<file path="config.mk">
export PLATFORM = sky130hd
export DESIGN_NAME = pwr_mode_ctrl
export DESIGN_NICKNAME = d
export VERILOG_FILES = /design/src/rtl/pmc_pkg.sv /design/src/rtl/pmc_ctrl_reg.sv /design/src/rtl/pmc_wait_timer.sv /design/src/rtl/pmc_mode_fsm.sv /design/src/rtl/pwr_mode_ctrl.sv
export SDC_FILE = /design/constraint.sdc
export NUM_CORES = 1
export LEC_CHECK = 0
export ABC_AREA = 1
export BUFFER_PORTS_ARGS = -buffer_cell sky130_fd_sc_hd__buf_2
export CORE_MARGIN = 5
export CORE_UTILIZATION = 50
export DETAILED_ROUTE_END_ITERATION = 16
export PLACE_DENSITY_LB_ADDON = 0.15
export SYNTH_ARGS = -nofsm -noshare
export SYNTH_HDL_FRONTEND = slang
export SYNTH_SLANG_ARGS = --single-unit
export TNS_END_PERCENT = 10
</file>
<file path="constraint.sdc">
create_clock -name clk_i -period 5.21 [get_ports clk_i]
set_clock_uncertainty 0.15 [all_clocks]
set_input_delay 1.042 -clock clk_i [delete_from_list [all_inputs] [get_ports clk_i]]
set_output_delay 1.042 -clock clk_i [all_outputs]
set_load 0.005 [all_outputs]
</file>
<file path="src/rtl/pmc_pkg.sv">
`timescale 1ns/1ps
package pmc_pkg;
  typedef enum logic [1:0] {
    MODE_RUN   = 2'd0,
    MODE_SLEEP = 2'd1,
    MODE_STBY  = 2'd2,
    MODE_STAB  = 2'd3
  } pmc_mode_e;

  localparam int          CTRL_W   = 8;
  localparam int          SEL_W    = 3;
  localparam int          RSVD_W   = 3;
  localparam logic [7:0]  CTRL_RST = 8'h58;

  typedef struct packed {
    logic             stby_sel;
    logic [SEL_W-1:0] wait_sel;
    logic             drv_keep;
  } pmc_ctrl_t;
endpackage

</file>
<file path="src/rtl/pmc_ctrl_reg.sv">
`timescale 1ns/1ps
module pmc_ctrl_reg
  import pmc_pkg::*;
#(
  parameter logic [CTRL_W-1:0] RST_VAL = CTRL_RST
) (
  input  logic              clk_i,
  input  logic              rst_ni,
  input  logic              hw_stby_i,
  input  logic              run_i,
  input  logic              wr_i,
  input  logic [CTRL_W-1:0] wdata_i,
  output pmc_ctrl_t         ctrl_o,
  output logic [CTRL_W-1:0] rdata_o
);
  localparam int STORE_W = CTRL_W - RSVD_W;
  localparam logic [STORE_W-1:0] RST_STORE = RST_VAL[CTRL_W-1:RSVD_W];

  logic [STORE_W-1:0] ctrl_q;

  always_ff @(posedge clk_i or negedge rst_ni) begin
    if (!rst_ni)            ctrl_q <= RST_STORE;
    else if (hw_stby_i)     ctrl_q <= RST_STORE;
    else if (wr_i && run_i) ctrl_q <= wdata_i[CTRL_W-1:RSVD_W];
  end

  assign ctrl_o  = pmc_ctrl_t'(ctrl_q);
  assign rdata_o = {ctrl_q, {RSVD_W{1'b0}}};

  p_hw_stby_reload_r4: assert property (@(posedge clk_i) disable iff (!rst_ni)
    hw_stby_i |=> (rdata_o == RST_VAL));

  p_no_write_outside_run_r3: assert property (@(posedge clk_i) disable iff (!rst_ni)
    (!run_i && !hw_stby_i) |=> $stable(rdata_o));
endmodule

</file>
<file path="src/rtl/pmc_wait_timer.sv">
`timescale 1ns/1ps
module pmc_wait_timer #(
  parameter int BASE_EXP = 9,
  parameter int SEL_W    = 3,
  localparam int CNT_W   = BASE_EXP + (1 << SEL_W) - 1
) (
  input  logic             clk_i,
  input  logic             rst_ni,
  input  logic             start_i,
  input  logic [SEL_W-1:0] sel_i,
  output logic             done_o
);
  logic [CNT_W-1:0] cnt_q;
  logic [CNT_W:0]   lim;
  logic [CNT_W:0]   lim_m1;

  always_comb begin
    lim    = {{CNT_W{1'b0}}, 1'b1} << (BASE_EXP + int'(sel_i));
    lim_m1 = lim - {{CNT_W{1'b0}}, 1'b1};
  end

  always_ff @(posedge clk_i or negedge rst_ni) begin
    if (!rst_ni)              cnt_q <= '0;
    else if (start_i)         cnt_q <= lim_m1[CNT_W-1:0];
    else if (cnt_q != '0)     cnt_q <= cnt_q - 1'b1;
  end

  assign done_o = (cnt_q == '0);

  p_cnt_step_r9: assert property (@(posedge clk_i) disable iff (!rst_ni)
    (!start_i && cnt_q != '0) |=> (cnt_q == $past(cnt_q) - 1'b1));

  p_cnt_idle_r9: assert property (@(posedge clk_i) disable iff (!rst_ni)
    (!start_i && done_o) |=> done_o);
endmodule

</file>
<file path="src/rtl/pmc_mode_fsm.sv">
`timescale 1ns/1ps
module pmc_mode_fsm
  import pmc_pkg::*;
(
  input  logic      clk_i,
  input  logic      rst_ni,
  input  logic      sleep_req_i,
  input  logic      speed_run_i,
  input  logic      wake_i,
  input  logic      stby_sel_i,
  input  logic      wait_done_i,
  output pmc_mode_e mode_o,
  output logic      tmr_start_o
);
  pmc_mode_e mode_q, mode_d;

  always_comb begin
    mode_d      = mode_q;
    tmr_start_o = 1'b0;
    unique case (mode_q)
      MODE_RUN:   if (sleep_req_i && speed_run_i)
                    mode_d = stby_sel_i ? MODE_STBY : MODE_SLEEP;
      MODE_SLEEP: if (wake_i) mode_d = MODE_RUN;
      MODE_STBY:  if (wake_i) begin
                    mode_d      = MODE_STAB;
                    tmr_start_o = 1'b1;
                  end
      MODE_STAB:  if (wait_done_i) mode_d = MODE_RUN;
      default:    mode_d = MODE_RUN;
    endcase
  end

  always_ff @(posedge clk_i or negedge rst_ni) begin
    if (!rst_ni) mode_q <= MODE_RUN;
    else         mode_q <= mode_d;
  end

  assign mode_o = mode_q;

  p_sleep_entry_r5: assert property (@(posedge clk_i) disable iff (!rst_ni)
    (mode_q == MODE_RUN && sleep_req_i && speed_run_i && !stby_sel_i) |=> (mode_q == MODE_SLEEP));

  p_stby_entry_r6: assert property (@(posedge clk_i) disable iff (!rst_ni)
    (mode_q == MODE_RUN && sleep_req_i && speed_run_i && stby_sel_i) |=> (mode_q == MODE_STBY));

  p_slow_no_sleep_r7: assert property (@(posedge clk_i) disable iff (!rst_ni)
    (mode_q == MODE_RUN && !speed_run_i) |=> (mode_q == MODE_RUN));

  p_sleep_wake_r8: assert property (@(posedge clk_i) disable iff (!rst_ni)
    (mode_q == MODE_SLEEP && wake_i) |=> (mode_q == MODE_RUN));

  p_run_wake_ignored_r11: assert property (@(posedge clk_i) disable iff (!rst_ni)
    (mode_q == MODE_RUN && wake_i && !sleep_req_i) |=> (mode_q == MODE_RUN));
endmodule

</file>
<file path="src/rtl/pwr_mode_ctrl.sv">
`timescale 1ns/1ps
module pwr_mode_ctrl
  import pmc_pkg::*;
#(
  parameter int BASE_EXP = 9
) (
  input  logic              clk_i,
  input  logic              rst_ni,
  input  logic              hw_standby_i,
  input  logic              reg_wr_i,
  input  logic [CTRL_W-1:0] reg_wdata_i,
  output logic [CTRL_W-1:0] reg_rdata_o,
  input  logic              sleep_req_i,
  input  logic              speed_run_i,
  input  logic              wake_irq_i,
  output logic [1:0]        mode_o,
  output logic              cpu_clk_en_o,
  output logic              per_clk_en_o,
  output logic              osc_en_o,
  output logic              pin_drv_en_o
);
  pmc_ctrl_t ctrl;
  pmc_mode_e mode;
  logic      tmr_start;
  logic      tmr_done;

  pmc_ctrl_reg #(.RST_VAL(CTRL_RST)) u_reg (
    .clk_i     (clk_i),
    .rst_ni    (rst_ni),
    .hw_stby_i (hw_standby_i),
    .run_i     (mode == MODE_RUN),
    .wr_i      (reg_wr_i),
    .wdata_i   (reg_wdata_i),
    .ctrl_o    (ctrl),
    .rdata_o   (reg_rdata_o)
  );

  pmc_wait_timer #(.BASE_EXP(BASE_EXP), .SEL_W(SEL_W)) u_tmr (
    .clk_i   (clk_i),
    .rst_ni  (rst_ni),
    .start_i (tmr_start),
    .sel_i   (ctrl.wait_sel),
    .done_o  (tmr_done)
  );

  pmc_mode_fsm u_fsm (
    .clk_i       (clk_i),
    .rst_ni      (rst_ni),
    .sleep_req_i (sleep_req_i),
    .speed_run_i (speed_run_i),
    .wake_i      (wake_irq_i),
    .stby_sel_i  (ctrl.stby_sel),
    .wait_done_i (tmr_done),
    .mode_o      (mode),
    .tmr_start_o (tmr_start)
  );

  always_comb begin
    cpu_clk_en_o = 1'b0;
    per_clk_en_o = 1'b0;
    osc_en_o     = 1'b0;
    pin_drv_en_o = 1'b1;
    unique case (mode)
      MODE_RUN:   begin cpu_clk_en_o = 1'b1; per_clk_en_o = 1'b1; osc_en_o = 1'b1; end
      MODE_SLEEP: begin per_clk_en_o = 1'b1; osc_en_o = 1'b1; end
      MODE_STBY:  pin_drv_en_o = ctrl.drv_keep;
      MODE_STAB:  begin osc_en_o = 1'b1; pin_drv_en_o = ctrl.drv_keep; end
      default:    ;
    endcase
  end

  assign mode_o = mode;

  // the select bit survives an interrupt exit from either low-power mode
  p_sel_kept_on_wake_r10: assert property (@(posedge clk_i) disable iff (!rst_ni)
    (mode != MODE_RUN && !hw_standby_i) |=> (ctrl.stby_sel == $past(ctrl.stby_sel)));
endmodule

</file>
==> metrics, run 1 <==
DRT antenna net count=0; slew margin rel.=66.4%; synthesized area=0.00166 sq mm; Initial Util=53.3%; Most used DFF post-synth=dfrtp_1; result of the run=completed; Clock Path Buffers=2; Ant. Diodes=0; critical path class=in2reg; worst hold margin=0.376 ns; die width=67.5 um; Worst-Margin Slew=0.505 ns; Post-Route WL=3310 um; average routed wire per standard cell=11.1 um; max-cap violations=0; GP Congestion=0.849; Post-Synth Simple-Gate Area=36.7%; leakage power=0.943 nW; Yosys top cell by area=dfrtp_1; EDFF count, synth=0; final setup fails=0; achievable frequency=376 MHz; max-slew violations=0; first-pass GRT wire length=5850 um; Syn Inst Count=234; xor/xnor share of the synthesized area=2.12%; Yosys reg bits=23; initial antenna violation count=0; HPWL Detailed=2550 um; main combinational cell family by area after synthesis=simple AND/OR/NAND/NOR gates; Setup Fix Bufs, Post-CTS=0; vias in the first global route=1337; die area=0.00456 sq mm; synthesis-to-layout area growth=8.69%; DRT iter0 DRCs=111; Post-CTS Resized=0; total global-route track usage=16.9%; grt ovf=0; Final Hold Vio Count=0; Post-layout nets=275; path type of the worst min-delay path=reg2reg; Area contributors post-synth=dfrtp_1 (30%), nand2_1 (14%), nor2_1 (7.7%); H-Tree Depth=1; Die H=67.5 um; worst-skew pair later-pin latency=0.34 ns; CTS buffer count=3; CTS clk-pin slew, worst paths=0.14 ns; Finished Layout Cells=299; drt pass-1 iters=5; Unique masters post-synth=34; DR vias=1420; CP required=5.31 ns; Compound-Gate Fraction of Synth Area=12.0%; crit path max fanout=28; CTS tree=built; clock sink total=23; port buffer count=22; crit path capture type=flip-flop; Yosys warnings=0; Avg Synthesized Cell Area=7.07 sq um; layout cells sized above 1=22.7%; Yosys top cell area share=30.2%; Filler Cell Count=323; Pwr Density=519 mW/mm^2; Synth Area in Adders=3.02%; DRC=0; part of the cycle the worst path needs=51.1%; core area=0.00310 sq mm; routed vias/inst=4.75; most common cell after layout, fill and taps aside=nand2_1; setup TNS=0 ns; sequential-to-total area share from yosys stat=35.0%; Placement Rows=20; Cells after DPL=295; CTS root buf=clkbuf_4; I/O pins=29; CTS hold repair buffers=0; Period minus WS final=2.66 ns; Async SR Flop Fraction=100%; Startpoint Class=input port; mux cell area share after synthesis=0%; most frequent cells in the layout=nand2_1 (63), nor2_1 (34), inv_1 (28); RSZ-0062 raised after global routing=false; largest net degree at the start of global routing=29; Max VDD drop=273 uV; Worst Path Arrival=2.76 ns
## synth_stat cells, types with 2 or more instances
| library cell | instances |
|---|---|
| a21oi_1 | 6 |
| buf_4 | 6 |
| dfrtp_1 | 20 |
| dfstp_2 | 3 |
| ha_1 | 4 |
| inv_1 | 28 |
| inv_2 | 5 |
| nand2_1 | 63 |
| nand2_2 | 8 |
| nand3_1 | 7 |
| nand3b_1 | 2 |
| nand4_1 | 2 |
| nor2_1 | 34 |
| nor2_2 | 2 |
| nor2_4 | 6 |
| o21ai_0 | 17 |
| o21ai_1 | 2 |
| xnor2_1 | 2 |
| xor2_1 | 2 |
## final cells by class
class	instances	area [sq um]	share of cell area, %
inverter	33	124	6.88
sequential	23	579	32.2
clock buffer	3	22.5	1.25
clock inverter	1	5.00	0.278
multi-input combinational	173	903	50.2
timing repair buffer	22	110	6.12
tap	44	55.1	3.06
## stage by stage
| step | area [sq um] | util [%] | worst slack, ns | total power [W] |
|---|---|---|---|---|
| 6_report | 1800 | 58.0 | 2.55 | 0.000933 |
| 2_1_floorplan | 1660 | - | 2.65 | 0.000744 |
| 5_1_grt | 1800 | 58.0 | 2.31 | 0.00104 |
| 3_5_place_dp | 1770 | 57.1 | 2.18 | 0.000850 |
| 3_3_place_gp | 1770 | 57.1 | 2.20 | 0.000844 |
| 4_1_cts | 1800 | 58.0 | 2.56 | 0.000941 |
## kinds of logic after synthesis
kind of cell    count (synthesis)
flops                          23
fa+ha+maj                       4
compound gates                 33
buf+inv                        40
other cells                     1
simple gates                  129
xor+xnor                        4
## layer usage
metal  wire (um)  global-route usage [%]  vias up
met5           0                       0        -
met4          34                    4.56        0
met3         162                    4.33        5
met2        1440                    27.6       30
met1        1680                    22.1      622
li1            -                       -      763
## critical path, stage by stage
cell and delay, ns:
buf_2 0.11, nand3_4 0.28, nand2_1 0.22, a21boi_2 0.22, ha_1 0.20, nand2_1 0.10
inv_1 0.11, nand2_1 0.11, nor2_4 0.14, nand2_1 0.07, a21oi_1 0.14
## power by group
part	switching (W)	internal, W	total [W]
Sequential	0.0000666	0.000261	0.000328
Combinational	0.000319	0.000200	0.000519
Clock	0.0000575	0.0000289	0.0000864
Total	0.000443	0.000490	0.000933
## sequential cells by signal (all words and copies together), names as in the netlist
register / cells
u_fsm.mode_o: 2
u_reg.ctrl_o: 5
u_tmr.cnt_q: 16
## worst paths after layout
kind                                 startpoint               to  slack (ns)  cells after the start
min in group asynchronous                rst_ni   u_tmr.cnt_q[3]        0.49                      1
worst min-delay path            u_reg.ctrl_o[0]  u_reg.ctrl_o[0]        0.38                      2
worst max register to register  u_reg.ctrl_o[1]  u_tmr.cnt_q[10]        2.70                     14
max in group asynchronous                rst_ni   u_tmr.cnt_q[6]        4.05                      1
worst min register to register  u_reg.ctrl_o[0]  u_reg.ctrl_o[0]        0.38                      2
worst max-delay path                 wake_irq_i  u_tmr.cnt_q[10]        2.55                     11
(Power assumes the default switching activity.)
==> run 2: changes to the inputs <==
- clock period: 5.21 -> 2.32 ns (I/O delays scaled with it)
==> run 2 against run 1 <==
Effect of this change: global-route usage grew 0.22 points; register-to-register slack lost 2.6 ns; routed wire length grew 5.1%; highest routed layer unchanged; critical path type is now reg2reg; sequential power grew 120%; largest power group unchanged; count of clock-buffer cells in the layout grew 1.
==> metrics, run 2 (synthesized netlist as in run 1, its figures left out) <==
result of the run=completed (unchanged); CTS tree=built (unchanged); first-pass GRT wire length=5870 um (was 5850 um); CTS root buf=clkbuf_4 (unchanged); part of the cycle the worst path needs=95.7%; Post-Route WL=3480 um (was 3310 um); Worst-Margin Slew=0.511 ns (was 0.505 ns); Clock Path Buffers=2 (unchanged); slew margin rel.=65.9% (was 66.4%); Final Hold Vio Count=0 (unchanged); Cells after DPL=304 (was 295); die width=67.5 um (unchanged); path type of the worst min-delay path=in2reg (was reg2reg); Startpoint Class=flip-flop (was input port); setup TNS=0 ns (unchanged); Crit path largest cell delay=0.56 ns (was 0.28 ns); layout cells sized above 1=30.4% (was 22.7%); Overall Power=0.00223 W (was 0.000933 W); synthesis-to-layout area growth=18.0% (was 8.69%); GP Congestion=0.827 (was 0.849); Pwr Density=1140 mW/mm^2 (was 519 mW/mm^2); core area=0.00310 sq mm (unchanged); critical path's slowest cell=dfstp_2 (was nand3_4); CP top delay family=simple AND/OR/NAND/NOR gates (unchanged); max reg flops=16 (unchanged); Finished Layout Cells=314 (was 299); initial antenna violation count=0 (unchanged); Place WS=0.0134 ns (was 2.18 ns); Initial Util=53.3% (unchanged); Worst Path Arrival=2.33 ns (was 2.76 ns); Ant. Diodes=0 (unchanged); RSZ-0062 raised after global routing=true (was false); crit path capture type=flip-flop (unchanged); vias in the first global route=1349 (was 1337); most frequent cells in the layout=nand2_1 (60), nor2_1 (31), inv_1 (25) (was nand2_1 (63), nor2_1 (34), inv_1 (28)); routed vias/inst=4.80 (was 4.75); critical path class=reg2reg (was in2reg); DRC=0 (unchanged); die area=0.00456 sq mm (unchanged); Period minus WS final=2.22 ns; H-Tree Depth=1 (unchanged); final worst slack=0.0987 ns (was 2.55 ns); CP Buf/Inv Count=3 (was 2); HPWL Detailed=2730 um (was 2550 um); leakage power=1.01 nW (was 0.943 nW); DR vias=1507 (was 1420); largest net degree at the start of global routing=24 (was 29); Placement Rows=20 (unchanged); CTS buffer count=3 (unchanged); max-cap violations=0 (unchanged); achievable frequency=450 MHz; CTS clk-pin slew, worst paths=0.13 ns (was 0.14 ns); Largest Register=u_tmr.cnt_q (unchanged); most common cell after layout, fill and taps aside=nand2_1 (unchanged); DRT iter0 DRCs=93 (was 111); port buffer count=22 (unchanged); clock sink total=23 (unchanged); max-slew violations=0 (unchanged); worst-skew pair later-pin latency=0.31 ns (was 0.34 ns); grt ovf=0 (unchanged); Die H=67.5 um (unchanged); CP required=2.43 ns (was 5.31 ns); DRT antenna net count=0 (unchanged); final setup fails=0 (unchanged); total global-route track usage=17.1% (was 16.9%); average routed wire per standard cell=11.1 um (about the same); I/O pins=29 (unchanged); Post-layout nets=290 (was 275); crit path max fanout=5 (was 28); crit-path cells=nand2_2 > inv_2 > ha_4 > inv_2 > nand2_2 > nor2_2 > a21boi_2 > ha_2 > nand2_2 > inv_2 > nand2_4 > nor2_4 > nand2_1 > nand2_1 > nand2_1 > nor2_2 (was buf_2 > nand3_4 > nand2_1 > a21boi_2 > ha_1 > nand2_1 > inv_1 > nand2_1 > nor2_4 > nand2_1 > a21oi_1); Max VDD drop=596 uV (was 273 uV); drt pass-1 iters=4 (was 5)
run 2: cell types whose count changed in the layout (fill, tap and decap cells not counted), sizes merged:
cell         change
dlygate4sd3      +1
clkbuf           +1
buf             +14
clkinv           -1
run 2: report_power, final:
group	leakage (nW)	internal (W)	switching (W)
clock network	0.0150	0.0000671	0.000114
registers	0.285	0.000587	0.000128
logic	0.714	0.000544	0.000788
run 2: metal layers:
layer	up-vias	global-route usage, %	wire length [um]
li1	795	-	-
met1	678	21.8	1670
met2	32	29.2	1610
met3	2	4.16	171
met4	0	3.80	27
met5	-	0	0
run 2: final timing paths:
path | from | endpoint | slack, ns | cells after the start
min in group asynchronous | rst_ni | u_tmr.cnt_q[13] | 0.49 | 2
max in group asynchronous | rst_ni | u_reg.ctrl_o[3] | 1.17 | 2
worst max-delay path | u_reg.ctrl_o[1] | u_tmr.cnt_q[12] | 0.1 | 16
worst min register to register | u_reg.ctrl_o[0] | u_reg.ctrl_o[0] | 0.38 | 2
worst max register to register | u_reg.ctrl_o[1] | u_tmr.cnt_q[12] | 0.1 | 16
worst min-delay path | reg_wdata_i[4] | u_reg.ctrl_o[1] | 0.24 | 3
run 2: tightest hold or removal path, stage by stage:
cell and delay (ns):
buf_2 0.07, o21ai_0 0.06, o21ai_0 0.07
run 2: final cells by class:
class / count / area (sq um)
clock buffer: 4 / 26.3
inverter: 33 / 124
tap: 44 / 55.1
timing repair buffer: 37 / 225
sequential: 23 / 579
fill: 308 / 1150
multi-input combinational: 173 / 943
run 2: per-stage QoR:
step | hold WS (ns) | cell area [sq um] | utilization, %
2_1_floorplan | 0.0184 | 1660 | -
3_3_place_gp | 0.323 | 1840 | 59.3
3_5_place_dp | 0.318 | 1840 | 59.3
4_1_cts | 0.228 | 1890 | 60.8
5_1_grt | 0.231 | 1950 | 62.9
6_report | 0.237 | 1950 | 62.9
run 2: what timing repair did:
action	CTS	global route
hold buffers	1	0
endpoints found under the hold margin	20	0
pin swaps	3	9
setup endpoints to repair	1	7
buffers inserted	1	4
gates resized for setup	2	12
==> run 3: changes to the inputs <==
- BUFFER_PORTS_ARGS: -buffer_cell sky130_fd_sc_hd__buf_2 -> -buffer_cell sky130_fd_sc_hd__buf_4
- RECOVER_POWER: unset -> 50
- clock period: 2.32 -> 2.5 ns (I/O delays scaled with it)
==> run 3 against run 2 <==
Effect of this change: routed wire length is 0.40% lower; critical path type unchanged; total power decreased by 8.0%; highest routed layer unchanged; hold slack improved by 0.029 ns.
==> metrics, run 3 (synthesized netlist as in run 1, its figures left out) <==
result of the run=completed (unchanged); first-pass GRT wire length=5840 um (was 5870 um); worst-skew pair later-pin latency=0.31 ns (about the same); port buffer count=22 (unchanged); net switching power=0.000952 W (was 0.00103 W); critical path class=reg2reg (unchanged); Cells after DPL=298 (was 304); core area=0.00310 sq mm (unchanged); layout cells sized above 1=27.4% (was 30.4%); Post-Route WL=3470 um (was 3480 um); CTS buffer count=3 (unchanged); grt ovf=0 (unchanged); worst hold margin=0.266 ns (was 0.237 ns); die width=67.5 um (unchanged); max-cap violations=0 (unchanged); Pwr Density=1060 mW/mm^2 (was 1140 mW/mm^2); Worst-Margin Slew=1.22 ns (was 0.511 ns); initial antenna violation count=0 (unchanged); max reg flops=16 (unchanged); slew margin rel.=18.5% (was 65.9%); final setup fails=0 (unchanged); Startpoint Class=flip-flop (unchanged); drt pass-1 iters=5 (was 4); Comb pwr share=58.2% (was 59.8%); H-Tree Depth=1 (unchanged); P_int=0.00110 W (was 0.00120 W); I/O pins=29 (unchanged); average routed wire per standard cell=11.3 um (was 11.1 um); most frequent cells in the layout=nand2_1 (61), nor2_1 (32), inv_1 (26), buf_4 (26), dfrtp_1 (19) (was nand2_1 (60), nor2_1 (31), inv_1 (25)); Largest Register=u_tmr.cnt_q (unchanged); GP Congestion=0.848 (was 0.827); Worst Path Arrival=2.43 ns (was 2.33 ns); part of the cycle the worst path needs=93.2% (was 95.7%); Die H=67.5 um (unchanged); Ant. Diodes=0 (unchanged); switch share=46.5% (was 46.2%); Post-layout nets=283 (was 290); DRC=0 (unchanged); crit-path cells=nand2_4 > inv_2 > ha_4 > inv_1 > nand2_1 > nor2_2 > a21boi_2 > ha_2 > nand2_2 > inv_2 > nand2_2 > nor2_4 > nand2_1 > nand2_1 > nand2_1 > nor2_2 (was nand2_2 > inv_2 > ha_4 > inv_2 > nand2_2 > nor2_2 > a21boi_2 > ha_2 > nand2_2 > inv_2 > nand2_4 > nor2_4 > nand2_1 > nand2_1 > nand2_1 > nor2_2); Period minus WS final=2.33 ns (was 2.22 ns); clock sink total=23 (unchanged); RSZ-0062 raised after global routing=false (was true); setup TNS=0 ns (unchanged); Final Hold Vio Count=0 (unchanged); Max VDD drop=603 uV (was 596 uV); vias in the first global route=1303 (was 1349); DR vias=1480 (was 1507); Finished Layout Cells=307 (was 314); most common cell after layout, fill and taps aside=nand2_1 (unchanged); Multi-input gate area=933 sq um (was 943 sq um); CTS tree=built (unchanged); DRT iter0 DRCs=86 (was 93); path type of the worst min-delay path=in2reg (unchanged); CTS root buf=clkbuf_4 (unchanged); leakage power=0.992 nW (was 1.01 nW); most frequent cell on the critical path=nand2_1; largest net degree at the start of global routing=24 (unchanged); max-slew violations=0 (unchanged); die area=0.00456 sq mm (unchanged); CP required=2.60 ns (was 2.43 ns); Placement Rows=20 (unchanged); total global-route track usage=16.8% (was 17.1%); crit path max fanout=5 (unchanged); routed vias/inst=4.82 (was 4.80); HPWL Detailed=2650 um (was 2730 um); Clock Path Buffers=2 (unchanged); Initial Util=53.3% (unchanged); Filler Cell Count=314 (was 308); Overall Power=0.00205 W (was 0.00223 W); clock group share of total power=8.5% (was 8.1%); crit path capture type=flip-flop (unchanged); achievable frequency=429 MHz (was 450 MHz); CTS clk-pin slew, worst paths=0.13 ns (about the same); Flop pwr share=33.3% (was 32.1%); synthesis-to-layout area growth=17.2% (was 18.0%); critical path's slowest cell=dfstp_2 (unchanged); Crit path largest cell delay=0.58 ns (was 0.56 ns); DRT antenna net count=0 (unchanged); FF/Latch Area=581 sq um (was 579 sq um)
-- run 3: worst paths after layout --
check | to | from | cells past startpoint | slack (ns)
min in group asynchronous | u_tmr.cnt_q[1] | rst_ni | 2 | 0.80
worst min register to register | u_reg.ctrl_o[0] | u_reg.ctrl_o[0] | 2 | 0.38
worst max register to register | u_tmr.cnt_q[14] | u_reg.ctrl_o[1] | 16 | 0.17
max in group asynchronous | u_fsm.mode_o[1] | rst_ni | 2 | 0.60
worst min-delay path | u_reg.ctrl_o[4] | reg_wdata_i[7] | 3 | 0.27
worst max-delay path | u_tmr.cnt_q[14] | u_reg.ctrl_o[1] | 16 | 0.17
-- run 3: repair_timing --
action                     in CTS  in global routing
setup buffers                   0                  4
gates resized for setup         0                 11
hold buffers                    1                  0
setup endpoints to repair       0                  3
hold endpoints to repair       20                  0
-- run 3: critical path, delay by kind of cell, from the launching register on --
| family | cells | cell delay (ns) |
|---|---|---|
| AOI/OAI and AO/OA | 1 | 0.19 |
| DFF | 1 | 0.58 |
| buffers and inverters | 3 | 0.22 |
| adders and majority gates | 2 | 0.36 |
| and+or+nand+nor | 10 | 0.80 |
-- run 3: power by group through the flow --
| stage | Combinational, W | Sequential, W | Clock [W] |
|---|---|---|---|
| after floorplan | 0.000900 | 0.000650 | 0 |
| after global placement | 0.00113 | 0.000682 | 0 |
| after detailed placement | 0.00114 | 0.000685 | 0 |
| after CTS | 0.00115 | 0.000676 | 0.000182 |
| after global routing | 0.00136 | 0.000705 | 0.000203 |
| final | 0.00119 | 0.000683 | 0.000174 |
-- run 3: metal layers --
layer | up-vias | part of all wire, % | global-route usage, %
met5 | - | 0 | 0
met3 | 4 | 5.5 | 2.33
li1 | 777 | - | -
met2 | 34 | 46 | 27.6
met1 | 665 | 48 | 23.0
met4 | 0 | 0.84 | 4.56
-- run 3: layout make-up --
| type | instances | share of cell area [%] |
|---|---|---|
| clock buffers | 3 | 1.16 |
| clock inverters | 1 | 0.258 |
| inverters | 33 | 6.38 |
| multi-input cells | 173 | 48.1 |
| flip-flops and latches | 23 | 29.9 |
| well taps | 44 | 2.84 |
| repair buffers | 30 | 11.3 |
-- run 3: per-stage QoR --
stage / cell area (sq um) / utilization, % / setup slack, ns
6_report: 1940 / 62.5 / 0.170
2_1_floorplan: 1660 / - / 0.303
5_1_grt: 1940 / 62.5 / 0.00612
4_1_cts: 1890 / 60.8 / 0.0278
3_3_place_gp: 1850 / 59.6 / 0.123
3_5_place_dp: 1850 / 59.6 / 0.0637
